===== src/rtl/dmac_pkg.sv =====
package dmac_pkg;

  typedef enum logic [2:0] {
    ST_IDLE,
    ST_ARB,
    ST_FETCH,
    ST_STORE,
    ST_GAP
  } mv_state_t;

  localparam logic [1:0] RA_CTRL  = 2'd0;
  localparam logic [1:0] RA_MADDR = 2'd1;
  localparam logic [1:0] RA_COUNT = 2'd2;
  localparam logic [1:0] RA_STAT  = 2'd3;

  localparam int CB_START  = 0;
  localparam int CB_DIR    = 1;
  localparam int CB_MODE   = 2;
  localparam int CB_DEV_LO = 8;

  localparam int SB_BUSY = 0;
  localparam int SB_IRQ  = 1;

endpackage


===== src/rtl/dmac_regs.sv =====
module dmac_regs
  import dmac_pkg::*;
#(
  parameter int AW   = 16,
  parameter int CW   = 16,
  parameter int DEVW = 4
) (
  input  logic            clk,
  input  logic            rst_n,
  input  logic            cfg_wr,
  input  logic [1:0]      cfg_addr,
  input  logic [31:0]     cfg_wdata,
  output logic [31:0]     cfg_rdata,
  input  logic            busy,
  input  logic            beat_done,
  input  logic            blk_done,
  output logic            go,
  output logic            dir,
  output logic            steal,
  output logic [DEVW-1:0] dev_sel,
  output logic [AW-1:0]   cur_addr,
  output logic            last,
  output logic            irq
);

  logic            dir_q, steal_q, irq_q;
  logic [DEVW-1:0] dev_q;
  logic [AW-1:0]   addr_q;
  logic [CW-1:0]   cnt_q;

  logic wr_ctrl, wr_maddr, wr_cnt, irq_clr, start_req, zero_start;
  logic unused_wdata;

  assign wr_ctrl    = cfg_wr && (cfg_addr == RA_CTRL)  && !busy;
  assign wr_maddr   = cfg_wr && (cfg_addr == RA_MADDR) && !busy;
  assign wr_cnt     = cfg_wr && (cfg_addr == RA_COUNT) && !busy;
  assign irq_clr    = cfg_wr && (cfg_addr == RA_STAT)  && cfg_wdata[SB_IRQ];
  assign start_req  = wr_ctrl && cfg_wdata[CB_START];
  assign go         = start_req && (cnt_q != '0);
  assign zero_start = start_req && (cnt_q == '0);
  assign unused_wdata = ^cfg_wdata;

  always_ff @(posedge clk) begin
    if (!rst_n) begin
      dir_q   <= 1'b0;
      steal_q <= 1'b0;
      dev_q   <= '0;
    end else if (wr_ctrl) begin
      dir_q   <= cfg_wdata[CB_DIR];
      steal_q <= cfg_wdata[CB_MODE];
      dev_q   <= cfg_wdata[CB_DEV_LO +: DEVW];
    end
  end

  always_ff @(posedge clk) begin
    if (!rst_n) begin
      addr_q <= '0;
    end else if (beat_done) begin
      addr_q <= addr_q + AW'(1);
    end else if (wr_maddr) begin
      addr_q <= cfg_wdata[AW-1:0];
    end
  end

  always_ff @(posedge clk) begin
    if (!rst_n) begin
      cnt_q <= '0;
    end else if (beat_done) begin
      cnt_q <= cnt_q - CW'(1);
    end else if (wr_cnt) begin
      cnt_q <= cfg_wdata[CW-1:0];
    end
  end

  always_ff @(posedge clk) begin
    if (!rst_n) begin
      irq_q <= 1'b0;
    end else if (blk_done || zero_start) begin
      irq_q <= 1'b1;
    end else if (irq_clr) begin
      irq_q <= 1'b0;
    end
  end

  always_comb begin
    cfg_rdata = '0;
    case (cfg_addr)
      RA_CTRL: begin
        cfg_rdata[CB_DIR]              = dir_q;
        cfg_rdata[CB_MODE]             = steal_q;
        cfg_rdata[CB_DEV_LO +: DEVW]   = dev_q;
      end
      RA_MADDR: cfg_rdata[AW-1:0] = addr_q;
      RA_COUNT: cfg_rdata[CW-1:0] = cnt_q;
      default: begin
        cfg_rdata[SB_BUSY] = busy;
        cfg_rdata[SB_IRQ]  = irq_q;
      end
    endcase
  end

  assign dir      = dir_q;
  assign steal    = steal_q;
  assign dev_sel  = dev_q;
  assign cur_addr = addr_q;
  assign last     = (cnt_q == CW'(1));
  assign irq      = irq_q;

  AST_CNT_STEP: assert property (@(posedge clk) disable iff (!rst_n)
    beat_done |=> cnt_q == $past(cnt_q) - CW'(1));
  AST_ADDR_STEP: assert property (@(posedge clk) disable iff (!rst_n)
    beat_done |=> addr_q == $past(addr_q) + AW'(1));
  AST_IRQ_STICKY: assert property (@(posedge clk) disable iff (!rst_n)
    irq_q && !irq_clr |=> irq_q);
  AST_ZERO_DONE: assert property (@(posedge clk) disable iff (!rst_n)
    zero_start |=> irq_q && !busy);
  AST_FROZEN_CNT: assert property (@(posedge clk) disable iff (!rst_n)
    busy && !beat_done |=> $stable(cnt_q) && $stable(addr_q));
  AST_FROZEN_CTRL: assert property (@(posedge clk) disable iff (!rst_n)
    busy |=> $stable(dir_q) && $stable(steal_q) && $stable(dev_q));

endmodule


===== src/rtl/dmac_mover.sv =====
module dmac_mover
  import dmac_pkg::*;
#(
  parameter int AW = 16,
  parameter int DW = 32
) (
  input  logic          clk,
  input  logic          rst_n,
  input  logic          go,
  input  logic          dir,
  input  logic          steal,
  input  logic          last,
  input  logic [AW-1:0] cur_addr,
  output logic          busy,
  output logic          beat_done,
  output logic          blk_done,
  output logic          bus_req,
  input  logic          bus_gnt,
  output logic          mem_valid,
  input  logic          mem_ready,
  output logic          mem_we,
  output logic [AW-1:0] mem_addr,
  output logic [DW-1:0] mem_wdata,
  input  logic [DW-1:0] mem_rdata,
  input  logic          dev_in_valid,
  output logic          dev_in_ready,
  input  logic [DW-1:0] dev_in_data,
  output logic          dev_out_valid,
  input  logic          dev_out_ready,
  output logic [DW-1:0] dev_out_data
);

  mv_state_t     state_q, state_d;
  logic [DW-1:0] buf_q;
  logic          in_fetch, in_store, fetch_hs, store_hs;

  assign in_fetch = (state_q == ST_FETCH);
  assign in_store = (state_q == ST_STORE);

  // memory side only moves while the bus is ours
  assign mem_valid = bus_gnt && ((in_fetch && dir) || (in_store && !dir));
  assign mem_we    = in_store && !dir;
  assign mem_addr  = cur_addr;
  assign mem_wdata = buf_q;

  assign dev_in_ready  = in_fetch && !dir;
  assign dev_out_valid = in_store && dir;
  assign dev_out_data  = buf_q;

  assign fetch_hs = in_fetch && (dir ? (mem_valid && mem_ready)
                                     : (dev_in_valid && dev_in_ready));
  assign store_hs = in_store && (dir ? (dev_out_valid && dev_out_ready)
                                     : (mem_valid && mem_ready));

  assign beat_done = store_hs;
  assign blk_done  = store_hs && last;
  assign busy      = (state_q != ST_IDLE);
  assign bus_req   = (state_q == ST_ARB) || in_fetch || in_store;

  always_comb begin
    state_d = state_q;
    case (state_q)
      ST_IDLE:  if (go) state_d = ST_ARB;
      ST_ARB:   if (bus_gnt) state_d = ST_FETCH;
      ST_FETCH: if (fetch_hs) state_d = ST_STORE;
      ST_STORE: begin
        if (store_hs) begin
          if (last)       state_d = ST_IDLE;
          else if (steal) state_d = ST_GAP;
          else            state_d = ST_FETCH;
        end
      end
      ST_GAP:   state_d = ST_ARB;
      default:  state_d = ST_IDLE;
    endcase
  end

  always_ff @(posedge clk) begin
    if (!rst_n) state_q <= ST_IDLE;
    else        state_q <= state_d;
  end

  always_ff @(posedge clk) begin
    if (!rst_n) begin
      buf_q <= '0;
    end else if (fetch_hs) begin
      buf_q <= dir ? mem_rdata : dev_in_data;
    end
  end

  AST_MEM_UNDER_GNT: assert property (@(posedge clk) disable iff (!rst_n)
    mem_valid |-> bus_gnt && bus_req);
  AST_REQ_UNTIL_GNT: assert property (@(posedge clk) disable iff (!rst_n)
    bus_req && !bus_gnt |=> bus_req);
  AST_STEAL_RELEASE: assert property (@(posedge clk) disable iff (!rst_n)
    beat_done && steal && !last |=> !bus_req);
  AST_BURST_HOLD: assert property (@(posedge clk) disable iff (!rst_n)
    beat_done && !steal && !last |=> bus_req);
  AST_OUT_HOLD: assert property (@(posedge clk) disable iff (!rst_n)
    dev_out_valid && !dev_out_ready |=> dev_out_valid && $stable(dev_out_data));
  AST_END_RELEASE: assert property (@(posedge clk) disable iff (!rst_n)
    blk_done |=> !bus_req && !busy);

endmodule


===== src/rtl/dmac_engine.sv =====
module dmac_engine
  import dmac_pkg::*;
#(
  parameter int AW   = 16,
  parameter int DW   = 32,
  parameter int CW   = 16,
  parameter int DEVW = 4
) (
  input  logic            clk,
  input  logic            rst_n,
  input  logic            cfg_wr,
  input  logic [1:0]      cfg_addr,
  input  logic [31:0]     cfg_wdata,
  output logic [31:0]     cfg_rdata,
  output logic            irq,
  output logic            bus_req,
  input  logic            bus_gnt,
  output logic [DEVW-1:0] dev_sel,
  output logic            mem_valid,
  input  logic            mem_ready,
  output logic            mem_we,
  output logic [AW-1:0]   mem_addr,
  output logic [DW-1:0]   mem_wdata,
  input  logic [DW-1:0]   mem_rdata,
  input  logic            dev_in_valid,
  output logic            dev_in_ready,
  input  logic [DW-1:0]   dev_in_data,
  output logic            dev_out_valid,
  input  logic            dev_out_ready,
  output logic [DW-1:0]   dev_out_data
);

  logic          go, dir, steal, last, busy, beat_done, blk_done;
  logic [AW-1:0] cur_addr;

  dmac_regs #(.AW(AW), .CW(CW), .DEVW(DEVW)) regs_i (
    .clk       (clk),
    .rst_n     (rst_n),
    .cfg_wr    (cfg_wr),
    .cfg_addr  (cfg_addr),
    .cfg_wdata (cfg_wdata),
    .cfg_rdata (cfg_rdata),
    .busy      (busy),
    .beat_done (beat_done),
    .blk_done  (blk_done),
    .go        (go),
    .dir       (dir),
    .steal     (steal),
    .dev_sel   (dev_sel),
    .cur_addr  (cur_addr),
    .last      (last),
    .irq       (irq)
  );

  dmac_mover #(.AW(AW), .DW(DW)) mover_i (
    .clk           (clk),
    .rst_n         (rst_n),
    .go            (go),
    .dir           (dir),
    .steal         (steal),
    .last          (last),
    .cur_addr      (cur_addr),
    .busy          (busy),
    .beat_done     (beat_done),
    .blk_done      (blk_done),
    .bus_req       (bus_req),
    .bus_gnt       (bus_gnt),
    .mem_valid     (mem_valid),
    .mem_ready     (mem_ready),
    .mem_we        (mem_we),
    .mem_addr      (mem_addr),
    .mem_wdata     (mem_wdata),
    .mem_rdata     (mem_rdata),
    .dev_in_valid  (dev_in_valid),
    .dev_in_ready  (dev_in_ready),
    .dev_in_data   (dev_in_data),
    .dev_out_valid (dev_out_valid),
    .dev_out_ready (dev_out_ready),
    .dev_out_data  (dev_out_data)
  );

endmodule


===== config.mk =====
export PLATFORM = sky130hd
export DESIGN_NAME = dmac_engine
export DESIGN_NICKNAME = d
export VERILOG_FILES = /design/src/rtl/dmac_pkg.sv /design/src/rtl/dmac_regs.sv /design/src/rtl/dmac_mover.sv /design/src/rtl/dmac_engine.sv
export SDC_FILE = /design/constraint.sdc
export NUM_CORES = 1
export LEC_CHECK = 0
export BUFFER_PORTS_ARGS = -buffer_cell sky130_fd_sc_hd__buf_2
export CAP_MARGIN = 20
export CELL_PAD_IN_SITES_DETAIL_PLACEMENT = 1
export CELL_PAD_IN_SITES_GLOBAL_PLACEMENT = 1
export CORE_MARGIN = 1.5
export CORE_UTILIZATION = 35
export DETAILED_ROUTE_END_ITERATION = 6
export GPL_TIMING_DRIVEN = 0
export HOLD_SLACK_MARGIN = 0.02
export PLACE_DENSITY_LB_ADDON = 0.1
export SYNTH_ARGS = -nofsm -noshare
export SYNTH_HDL_FRONTEND = slang
export SYNTH_SLANG_ARGS = --single-unit

===== constraint.sdc =====
create_clock -name clk -period 5.2 [get_ports clk]
set_input_delay 0 -clock clk [delete_from_list [all_inputs] [get_ports clk]]
set_output_delay 0 -clock clk [all_outputs]
set_load 0.02 [all_outputs]

== Word-level counts from Yosys, hierarchy flattened ==
Cells that the tools add are included.
Storage, ports and cells
  flip-flop bits (word level): 74
  output and inout bits: 122
Cells by class
  add/subtract/negate cells: 2
  equality and inequality tests: 12
  multiplexer cells: 22
  reductions and logical operators: 37
Operators by type and width (number)
  16-bit 2-to-1 mux: 4
  32-bit 2-to-1 mux: 1
  1-bit logical AND: 22
  3-bit 2-to-1 mux: 6
  16-bit by 1-bit adder with 16-bit output, second input constant: 1
  16-bit by 1-bit equality test with 1-bit output, second input constant: 1
  16-bit zero test: 1
  16-bit nonzero test: 1
  16-bit by 1-bit subtractor with 16-bit output, second input constant: 1
  3-bit case mux with 5 select lines: 1
  4-bit case mux with 3 select lines: 1
  5-bit case mux with 2 select lines: 1
  1-bit case mux with 3 select lines: 3
  2-bit inequality test, second input constant: 4
  4-bit case mux with 2 select lines: 1
  3-bit by 2-bit equality test with 1-bit output, second input constant: 2
  2-bit nonzero test: 3
  2-bit equality test, second input constant: 2
  1-bit logical OR: 4
  1-bit 2-to-1 mux: 4
  4-bit AND reduction: 1
  3-bit by 1-bit equality test with 1-bit output, second input constant: 1
  3-bit equality test, second input constant: 1
  3-bit zero test: 1
  4 further kinds: 5

== Logic depth before layout (Yosys ltp) ==
Gate-level depths: netlist of the first run.
  depth after elaboration: 10
  depth in mapped cells: 8

== Cells and area by module ==
From an unflattened synthesis of the first run, not the netlist that was laid out.
Unflattened totals
  cells, all modules: 564
  area total of the unflattened synthesis: 4813.4 sq um
Modules (own cells, without submodules)
  dmac_regs: instances 1, cells each 329, area each 2581.2 sq um, sequential area each 780.7 sq um
  dmac_mover: instances 1, cells each 235, area each 2232.1 sq um, sequential area each 700.7 sq um

== Worst setup path after synthesis of the first run ==
No wires, ideal clock.
  path kind: flip-flop to flip-flop
  start: register regs_i.addr_q[0], in the netlist regs_i.cur_addr[0]
  end: register regs_i.addr_q[8], in the netlist regs_i.cur_addr[8]
  arrival time: 1.778 ns
  required time: 5.130 ns
  slack: 3.351 ns
  stages on the path, launching flop included: 7
  buffers on the path: 0
  clock period less this slack: 1.849 ns
  cells stage by stage: dfxtp_1 -> ha_1 -> and3_1 -> nand3_1 -> nor3_1 -> mux2_2 -> a21oi_1
On the way
  word-level cells in the longest chain between the ends: 2
Ends and longest elaborated chain
  from (decl): RTL line dmac_regs.sv:28  | logic [AW-1:0] addr_q;
  from (signal assigned): RTL line dmac_regs.sv:59  | addr_q <= addr_q + AW'(1);
  from (signal assigned): RTL line dmac_regs.sv:61  | addr_q <= cfg_wdata[AW-1:0];
  16-bit by 1-bit adder with 16-bit output: RTL line dmac_regs.sv:59
  16-bit 2-to-1 mux: RTL line dmac_regs.sv:58  | end else if (beat_done) begin
No other way between the ends.
A chain may end at the register's enable or synchronous reset.

== Final worst setup path of the first run ==
  start: register regs_i.dir_q, in the netlist regs_i.dir
  end: register mover_i.buf_q[27], in the netlist mover_i.dev_out_data[27]
On the way
  word-level cells in the longest chain between the ends: 7
  elaborated cells on any way between the ends: 11
Ends and longest elaborated chain
  from (decl): RTL line dmac_regs.sv:26  | logic dir_q, steal_q, irq_q;
  from (signal assigned): RTL line dmac_regs.sv:49  | dir_q <= cfg_wdata[CB_DIR];
  1-bit zero test: RTL line dmac_mover.sv:41, dmac_mover.sv:46
  1-bit logical AND: RTL line dmac_mover.sv:41  | assign mem_valid = bus_gnt && ((in_fetch && dir) || (in_store && !dir));
  1-bit logical OR: RTL line dmac_mover.sv:41
  1-bit logical AND: RTL line dmac_mover.sv:41
  1-bit logical AND: RTL line dmac_mover.sv:50  | assign fetch_hs = in_fetch && (dir ? (mem_valid && mem_ready)
  1-bit 2-to-1 mux: RTL line dmac_mover.sv:50
  1-bit logical AND: RTL line dmac_mover.sv:50
  to (signal assigned): RTL line dmac_mover.sv:87  | buf_q <= dir ? mem_rdata : dev_in_data;
  to (decl): RTL line dmac_mover.sv:34  | logic [DW-1:0] buf_q;
Parallel ways exist; a longest one is shown, timed or not.

==> reports/metrics.csv, run 1 <==
metric;value;unit
run_status;complete, no violations;
post_synth_xor_area_fraction;0.00197;
routed_vias_inst;5.39;
grt_pass1_wl;26.9;mm
drcViolationCount;0;
synth-seq-area-share;0.333;
setup.reg_to_reg.worst_slack;2.94;ns
tightestPinTransition;0.883;ns
switching_share;0.297;
timing.setup.tns;0;ns
die-area;13400;um2
final_min_period_over_clock_period;0.434;
gr-usage-all-layers;0.261;
nets;891;
synth.top_cells.by_area;dfxtp_1 33%, mux2i_1 8.8%, buf_4 8.1%;
p_leak;2.94;nW
cts_buffer_depth;2;
die_width;116;um
grt_antenna_before_repair;1;
regToRegStartpoint;regs_i.dir;
finalMaxSlewViolations;0;
critPathRequiredTime;5.45;ns
async_flop_share;0;
worst_slew_margin_rel;0.409;
cts_inserted_buffers;9;
largest_net_degree_at_the_start_of_global_routing;13;
arrival;2.51;ns
timing.max_cap.violations;0;
area_growth_syn_to_layout;41.2;%
power.density_cell_area;266;nW/um2
synth_simple_gate_area_frac;0.202;
tritoncts;yes;
core-area;12200;um2
total_switching_power;0.497;mW
share_of_layout_cells_above_drive_strength_1;0.359;
grt_remaining_overflow;0;
post_synth_inst_count;530;
path_class;flip-flop to flip-flop;
worst_hold_startpoint;dev_in_data[21];
netlist.top_cell.by_area;dfxtp_1;
cts.sinks;74;
synth_cell_type_count;49;
synth_top_family_by_area;compound AO/OA/AOI/OAI gates;
synth_enable_flop_cells;0;
clock_power_share;0.410;
drt-initial-drc-count;292;
num_rows;40;
syn-cell-area;4450;um2
final_routed_wirelength_across_all_metal_layers;17.8;mm
worstHoldPathCells;3;
clock_insertion_delay_worst_skew;0.34;ns
clock_tree.htree_level_count;3;
avgRoutedWirePerCell;18.7;um
place_hpwl;13.2;mm
timing_hold_violations_final;0;
final_wtd_congestion;0.898;
r2r.worst_path.cells;6;
numPortBuffers;193;
critPathCaptureType;flip-flop;
layout_skew;0.00865;ns
dr.pass1.iters;5;
grt_setup_unrepaired;no;
power.internal;1.17;mW
postRouteAntennaNets;0;
vias_in_the_first_global_route;5109;
report.final.setup_viol;0;
clockRootBuffer;clkbuf_16;
vias;5120;
regToRegEndpoint;mover_i.dev_out_data[27];
ys_warn_count;0;
synth.top_cell.area_share;0.333;
clock.fmax;443;MHz
fin_crit;2.26;ns
power.share.sequential;0.374;
vdd.ir_drop.worst;0.140;mV
synth.area.mux_share;0.0903;
synth_ff_type;dfxtp_1;
worst-path-max-fanout;10;
fill_cells;1588;
hold_path_end;mover_i.dev_out_data[21];
design.portCount;227;
hold_path.class;input pin to flip-flop;
combPwrFrac;0.216;
post_synth_fa_ha_maj_area_fraction;0.0253;
postSynthAreaPerCell;8.39;um2
synth.ff_latch_count;74;
antennaDiodeCount;0;
clk_pin_slew_worst_paths;0.06;ns
synth_compound_area_frac;0.222;
die_h;116;um
initial_util;0.364;
cp-start-kind;flip-flop;
totalPowerFinal;1.67;mW
-- critical path: stages, from the launching register on --
cell and delay [ns]:
dfxtp_1 0.30, clkbuf_1 0.21, buf_2 0.35, buf_2 0.38, mux2i_1 0.12, dlygate4sd3_1 0.57
a211oi_1 0.23
-- synth_stat cells, drive strengths merged, types with 6 or more instances --
library cell	instances
a211oi	32
a21oi	36
a222oi	6
a22oi	13
a31oi	7
and3	11
buf	62
clkbuf	21
dfxtp	74
ha	9
inv	11
mux2i	39
nand2	27
nand3	20
nor2	64
nor2b	11
nor3	13
o211ai	8
o21ai	11
-- power by group through the flow --
stage          sequential [mW]  clock (mW)  combinational (mW)
5_1_grt                  0.627       0.715               0.392
4_1_cts                  0.624       0.691               0.359
3_5_place_dp             0.636           0               0.338
6_report                 0.624       0.685               0.361
2_1_floorplan            0.649           0               0.196
3_3_place_gp             0.634           0               0.330
-- cell type report --
| type | count | area, um2 | share of cell area |
|---|---|---|---|
| buffer | 83 | 509 | 0.0811 |
| clock buffer | 11 | 243 | 0.0387 |
| clock inverter | 5 | 77.6 | 0.0124 |
| inverter | 11 | 41.3 | 0.00658 |
| multi-input combinational | 377 | 2470 | 0.394 |
| sequential | 74 | 1480 | 0.236 |
| tap | 168 | 210 | 0.0335 |
| timing repair buffer | 221 | 1250 | 0.198 |
-- worst max-delay path by stage --
stage / cells after the start / endpoint / startpoint
after floorplan: 6 / regs_i.cur_addr[8] / regs_i.cur_addr[0]
after global placement: 7 / regs_i.cur_addr[6] / mover_i.state_q[1]
after detailed placement: 9 / regs_i.cur_addr[13] / cfg_addr[1]
after CTS: 6 / mover_i.dev_out_data[27] / regs_i.dir
after global routing: 6 / mover_i.dev_out_data[19] / regs_i.dir
final: 6 / mover_i.dev_out_data[27] / regs_i.dir
-- flip-flops by register name, summed over array words and instances (netlist names) --
signal / flops
regs_i.dev_sel: 4
regs_i.cnt_q: 16
regs_i.steal: 1
mover_i.state_q: 3
regs_i.dir: 1
regs_i.irq: 1
regs_i.cur_addr: 16
mover_i.dev_out_data: 32
-- kinds of logic (layout without fill, tap and decap cells) --
| logic type | after synthesis | after routing |
|---|---|---|
| simple gates | 170 | 170 |
| fa+ha+maj | 9 | 9 |
| mux | 40 | 40 |
| compound gates | 141 | 141 |
| buf+inv | 94 | 331 |
| flops | 74 | 74 |
| xor+xnor | 1 | 1 |
| other cells | 1 | 16 |
-- through the flow --
step,std cells,worst slack (ns),area (um2),hold slack (ns),util
after floorplan,545,3.35,4500,0.136,-
after global placement,906,3.16,5680,0.277,0.465
after detailed placement,906,3.13,5680,0.291,0.465
after CTS,950,2.94,6280,0.0205,0.514
after global routing,950,2.74,6280,0.0234,0.514
final,950,2.94,6280,0.0172,0.514
-- placed cells by master, fill, tap and decap left out, drive strengths merged, types with 4 or more instances in the layout --
master	count
a211oi	32
a21oi	36
a222oi	6
a22oi	13
a31oi	7
and3	11
buf	255
clkbuf	32
conb	16
dfxtp	74
dlygate4sd3	28
ha	9
inv	11
mux2i	39
nand2	27
nand3	20
nand4	4
nor2	64
nor2b	11
nor3	13
o211ai	8
o21ai	11
o311ai	5
or3	5
-- routing by layer --
metal | wire, um | global-route usage
met5 | 10 | 0
met4 | 333 | 0.0789
met3 | 1220 | 0.0497
met2 | 8910 | 0.449
met1 | 7280 | 0.332
-- repair_timing --
action / in CTS / in global routing
hold buffers: 28 / 0
buffers inserted: 0 / 0
hold endpoints to repair: 36 / 0
gates resized for setup: 0 / 0
Power figures use the tool's default switching activity.
==> inputs of run 2 (changes only) <==
Settings changed: ABC_AREA set to 1, CORE_UTILIZATION 35 to 32.
Clock period 5.2 ns to 2.2 ns, I/O delays scaled along.
==> run 2 against run 1 <==
Cell area grew 17%. First-iteration DRC count is 12% higher. Hold slack better by 0.021 ns. Fmax up 14%. Sequential cell count unchanged. Final cell count grew 36%. Count of clock-buffer cells in the layout did not move. Clock skew is essentially flat. Utilization shrank 3.3 points. Largest power group is now combinational cells. Clock power rose by 150%. Critical path depth increased by 1. Wire length up 27%.
==> reports/metrics.csv, run 2 <==
metric;value;unit
run_status;complete, no violations;
fin_crit;1.98;ns
clock_tree.htree_level_count;3;
cts_inserted_buffers;9;
avgRoutedWirePerCell;17.4;um
area_growth_syn_to_layout;46.5;%
syn-cell-area;5010;um2
ys_warn_count;0;
hold_path.class;input pin to flip-flop;
synth.top_cells.by_area;dfxtp_1 30%, nand2_1 17%, nand4_1 8.1%;
final_wtd_congestion;0.815;
die_width;128;um
post_synth_inst_count;785;
share_of_layout_cells_above_drive_strength_1;0.259;
routed_vias_inst;4.92;
die_h;128;um
drcViolationCount;0;
num_rows;45;
tritoncts;yes;
postRouteAntennaNets;0;
die-area;16400;um2
critPathSlowestCell;clkbuf_1;
antennaDiodeCount;0;
timing.max_cap.violations;0;
design.portCount;227;
vias;6348;
largest_net_degree_at_the_start_of_global_routing;14;
synth-seq-area-share;0.296;
worst-path-max-fanout;10;
synth_cell_type_count;35;
synth.top_cells.by_count;231 x nand2_1, 74 x dfxtp_1, 74 x inv_1, 65 x nand4_1, 52 x buf_4;
vias_in_the_first_global_route;6503;
core-area;15300;um2
postSynthAreaPerCell;6.39;um2
place_hpwl;16.2;mm
finalMaxSlewViolations;0;
cts_buffer_depth;2;
synth.ff_latch_count;74;
critPathRequiredTime;2.39;ns
async_flop_share;0;
synth_most_common_cell;nand2_1;
mostFrequentLayoutCell;nand2_1;
nets;1188;
cts.sinks;74;
netlist.top_cell.by_area;dfxtp_1;
fin_worst_hold_slack;0.0378;ns
drt-initial-drc-count;328;
grt_setup_unrepaired;no;
p_leak;3.93;nW
layout_skew;0.00903;ns
tightestPinTransition;0.681;ns
initial_util;0.328;
numPortBuffers;193;
synth.top_cell.area_share;0.296;
cp_slowest_stage_delay;0.45;ns
clockRootBuffer;clkbuf_16;
report.final.setup_viol;0;
vdd.ir_drop.worst;0.421;mV
grt_antenna_before_repair;1;
power.density_cell_area;799;nW/um2
layout_common_cells;231 x nand2_1, 200 x buf_2, 74 x inv_1, 74 x dfxtp_1, 70 x dlygate4sd3_1;
critPathCaptureType;flip-flop;
layout.cells.non_filler;1290;
arrival;2.17;ns
timing.setup.tns;0;ns
gr-usage-all-layers;0.273;
worst_slew_margin_rel;0.546;
grt_pass1_wl;34.8;mm
number_of_flip_flops_under_the_largest_register_name;32;
clock_insertion_delay_worst_skew;0.35;ns
multiInputGateArea;2740;um2
dpl.cell_count;1204;
path_class;flip-flop to flip-flop;
dr.pass1.iters;4;
final_min_period_over_clock_period;0.902;
final_routed_wirelength_across_all_metal_layers;22.5;mm
grt_remaining_overflow;0;
clk_pin_slew_worst_paths;0.06;ns
synth_enable_flop_cells;0;
synth_ff_type;dfxtp_1;
layout.area.seq;1480;um2
clock.fmax;504;MHz
fill_cells;2045;
cp-start-kind;flip-flop;
timing_hold_violations_final;0;
cells_along_the_critical_path;inv_2, nand3_1, inv_1, nand4_1, nand2_1, clkbuf_1, a31oi_1;
[run 2: cell types whose count changed in the layout (fill, tap and decap cells not counted), sizes merged, moves of 31 or more]
cell,delta
nand2,+206
mux2i,-39
dlygate4sd3,+42
a211oi,-31
inv,+67
nand4,+62
[run 2: cells by family (layout without fill, tap and decap cells)]
group	Yosys count	after routing	synth area share
buffers and inverters	170	449	0.170
XOR/XNOR	22	22	0.0384
adder cells (fa/ha/maj)	9	9	0.0225
other	1	16	0.000748
AO/OA/AOI/OAI	100	100	0.113
AND/OR/NAND/NOR	409	409	0.360
flip-flops	74	74	0.296
[run 2: report_power, final]
| part | internal, mW | total, mW | switching [mW] | leakage, nW |
|---|---|---|---|---|
| Clock | 1.06 | 1.68 | 0.624 | 0.158 |
| Combinational | 0.919 | 2.43 | 1.51 | 3.17 |
| Sequential | 1.54 | 1.75 | 0.211 | 0.600 |
| Total | 3.51 | 5.86 | 2.35 | 3.93 |
[run 2: cell type report]
type,instances,area share
Buffer,90,0.0753
Clock buffer,11,0.0344
Timing Repair Buffer,263,0.227
Multi-Input combinational cell,556,0.373
Sequential cell,74,0.202
Inverter,80,0.0409
Tap cell,211,0.0360
Clock inverter,5,0.0114
[run 2: final timing paths]
check                                         from                        to  slack (ns)  cells after the start
worst max register to register  mover_i.state_q[2]  mover_i.dev_out_data[11]        0.22                      7
worst min-delay path                  cfg_wdata[4]           regs_i.cnt_q[4]        0.04                      5
worst max-delay path            mover_i.state_q[2]  mover_i.dev_out_data[11]        0.22                      7
worst min register to register   regs_i.dev_sel[2]         regs_i.dev_sel[2]        0.50                      2
[run 2: per-layer routing]
metal	vias to the layer above	track usage	part of all wire
met3	42	0.0626	0.068
met2	205	0.479	0.49
met1	2987	0.320	0.41
met5	-	0	0.00053
li1	3112	-	-
met4	2	0.108	0.030
[run 2: worst max-delay path: cells and delay by family (launching register included)]
family	cells	cell delay, ns
buffers and inverters	3	0.69
AND/OR/NAND/NOR	3	0.56
flip-flops	1	0.38
AO/OA/AOI/OAI	1	0.19
[run 2: what timing repair did]
action,4_1_cts,5_1_grt
setup buffers,0,0
endpoints found under the setup margin,0,10
hold buffers,70,0
endpoints found under the hold margin,38,0
gates resized for setup,0,2
[run 2: per-stage QoR]
step / power, mW / cell area (um2) / utilization / setup WS [ns]
final: 5.86 / 7340 / 0.481 / 0.217
after global routing: 6.22 / 7340 / 0.481 / 0.000470
after CTS: 5.87 / 7340 / 0.481 / 0.155
after detailed placement: 4.06 / 6300 / 0.413 / 0.161
after global placement: 4.03 / 6300 / 0.413 / 0.184
after floorplan: 3.29 / 5070 / - / 0.464
==> inputs of run 3 (changes only) <==
Settings changed: ABC_AREA 1 to not set.
==> run 3 against run 2 <==
Count of clock-buffer cells in the layout did not move. Non-clock buffer count fell by 43. Register-to-register slack got worse by 0.14 ns. Clock skew fell by 0.0041 ns.
==> reports/metrics.csv, run 3 (synthesis gave the netlist of run 1 again) <==
metric;value;unit
run_status;complete, no violations;
cells_along_the_critical_path;clkbuf_1, nand2_1, a21oi_4, nand3_1, o311ai_0, a21oi_1;
arrival;2.33;ns
grt_setup_unrepaired;yes;
clock_insertion_delay_worst_skew;0.34;ns
routed_vias_inst;5.16;
grt_remaining_overflow;0;
cts.sinks;74;
largest_net_degree_at_the_start_of_global_routing;13;
dr_wl_met3;1.13;mm
utilization;0.477;
layout_skew;0.00490;ns
numPortBuffers;193;
cp_slowest_stage_delay;0.44;ns
combPwrFrac;0.211;
cp-start-kind;flip-flop;
p_leak;2.98;nW
hold_path.class;input pin to flip-flop;
power.internal;2.93;mW
report.final.setup_viol;0;
critPathCaptureType;flip-flop;
drt-initial-drc-count;292;
clockRootBuffer;clkbuf_16;
vias_in_the_first_global_route;5064;
finalMaxSlewViolations;0;
tightestPinTransition;0.735;ns
design.portCount;227;
cts_inserted_buffers;9;
timing.setup.tns;0;ns
switching_share;0.284;
timing_hold_violations_final;0;
antennaDiodeCount;0;
tritoncts;yes;
cts_buffer_depth;2;
clk_pin_slew_worst_paths;0.06;ns
area_growth_syn_to_layout;43.8;%
final_routed_wirelength_across_all_metal_layers;17.8;mm
dpl.cell_count;914;
power.share.sequential;0.361;
grt_antenna_before_repair;0;
critPathSlowestCell;o311ai_0;
drcViolationCount;0;
power.density_cell_area;640;nW/um2
vdd.ir_drop.worst;0.447;mV
clock_power_share;0.429;
total_switching_power;1.16;mW
layout_common_cells;206 x buf_2, 74 x dfxtp_1, 63 x nor2_1, 48 x buf_4, 39 x mux2i_1;
place_hpwl;13.4;mm
clock_tree.htree_level_count;3;
die_width;121;um
clock.fmax;470;MHz
layout.cells.non_filler;963;
dr.pass1.iters;4;
final_wtd_congestion;0.866;
grt_pass1_wl;27.4;mm
fin_crit;2.13;ns
top_layer_used;met4;
path_class;flip-flop to flip-flop;
critPathRequiredTime;2.40;ns
final_min_period_over_clock_period;0.967;
number_of_flip_flops_under_the_largest_register_name;32;
core-area;13400;um2
final.setup.worst_slack;0.0734;ns
die_h;121;um
mostFrequentLayoutCell;buf_2;
gr-usage-all-layers;0.243;
timing.max_cap.violations;0;
avgRoutedWirePerCell;18.5;um
worst_slew_margin_rel;0.510;
wl_met2;9.16;mm
fin_worst_hold_slack;0.0225;ns
worst-path-max-fanout;10;
vias;4970;
num_rows;42;
critical_path.n_buffers_inverters;1;
die-area;14600;um2
preCtsSetupSlack;0.0442;ns
nets;897;
number_of_buffers_added_for_setup_after_cts;0;
met1_length;7.22;mm
initial_util;0.332;
postRouteAntennaNets;0;
critical_path.top_delay_family;compound AO/OA/AOI/OAI gates;
share_of_layout_cells_above_drive_strength_1;0.361;
[run 3: cell types whose count changed in the layout (fill, tap and decap cells not counted), moves of 13 or more]
cell and change:
nand2_1 -204, inv_1 -64, nand4_1 -61, mux2i_1 +39, dlygate4sd3_1 -36, a211oi_1 +31
nand3_1 -31, o21ai_0 -30, a31oi_1 -27, a21oi_1 +18, xor2_1 -16, nor2_1 +14
a22oi_1 +13
[run 3: final timing paths]
path / from / slack (ns) / cells past startpoint / end
min: dev_in_data[31] / 0.02 / 3 / mover_i.dev_out_data[31]
min reg2reg: regs_i.irq / 0.51 / 2 / regs_i.irq
max: regs_i.dir / 0.07 / 6 / regs_i.cnt_q[9]
max reg2reg: regs_i.dir / 0.07 / 6 / regs_i.cnt_q[9]
[run 3: power groups by stage]
stage	Clock, mW	Sequential (mW)	Combinational [mW]
2_1_floorplan	0	1.53	0.463
3_3_place_gp	0	1.50	0.793
3_5_place_dp	0	1.50	0.811
4_1_cts	1.78	1.47	0.864
5_1_grt	1.83	1.48	0.938
6_report	1.75	1.47	0.862
[run 3: worst min-delay path, delay by kind of cell]
kind,cells,cell delay (ns)
AO/OA/AOI/OAI,1,0.09
buffers and inverters,1,0.10
multiplexers,1,0.14
[run 3: timing repair]
item | in CTS | in global routing
setup endpoints to repair | 0 | 7
hold buffers | 34 | 0
hold endpoints to repair | 41 | 0
resized for setup | 0 | 5
[run 3: final cells by class]
class                           count  area [um2]
Sequential cell                    74        1480
Multi-Input combinational cell    377        2480
Inverter                           11        41.3
Tap cell                          176         220
Timing Repair Buffer              227        1310
Clock buffer                       11         253
Clock inverter                      4        98.8
Buffer                             83         513
Fill cell                        1685        7010
[run 3: stage by stage]
step / cell area [um2] / total power [mW]
after floorplan: 4500 / 2.00
after global placement: 5690 / 2.29
after detailed placement: 5690 / 2.31
after CTS: 6380 / 4.12
after global routing: 6390 / 4.25
final: 6390 / 4.09
[run 3: routing by layer]
| layer | vias to the layer above | GRT usage |
|---|---|---|
| met1 | 2386 | 0.280 |
| met5 | - | 0 |
| li1 | 2392 | - |
| met2 | 170 | 0.438 |
| met3 | 22 | 0.0620 |
| met4 | 0 | 0.0735 |
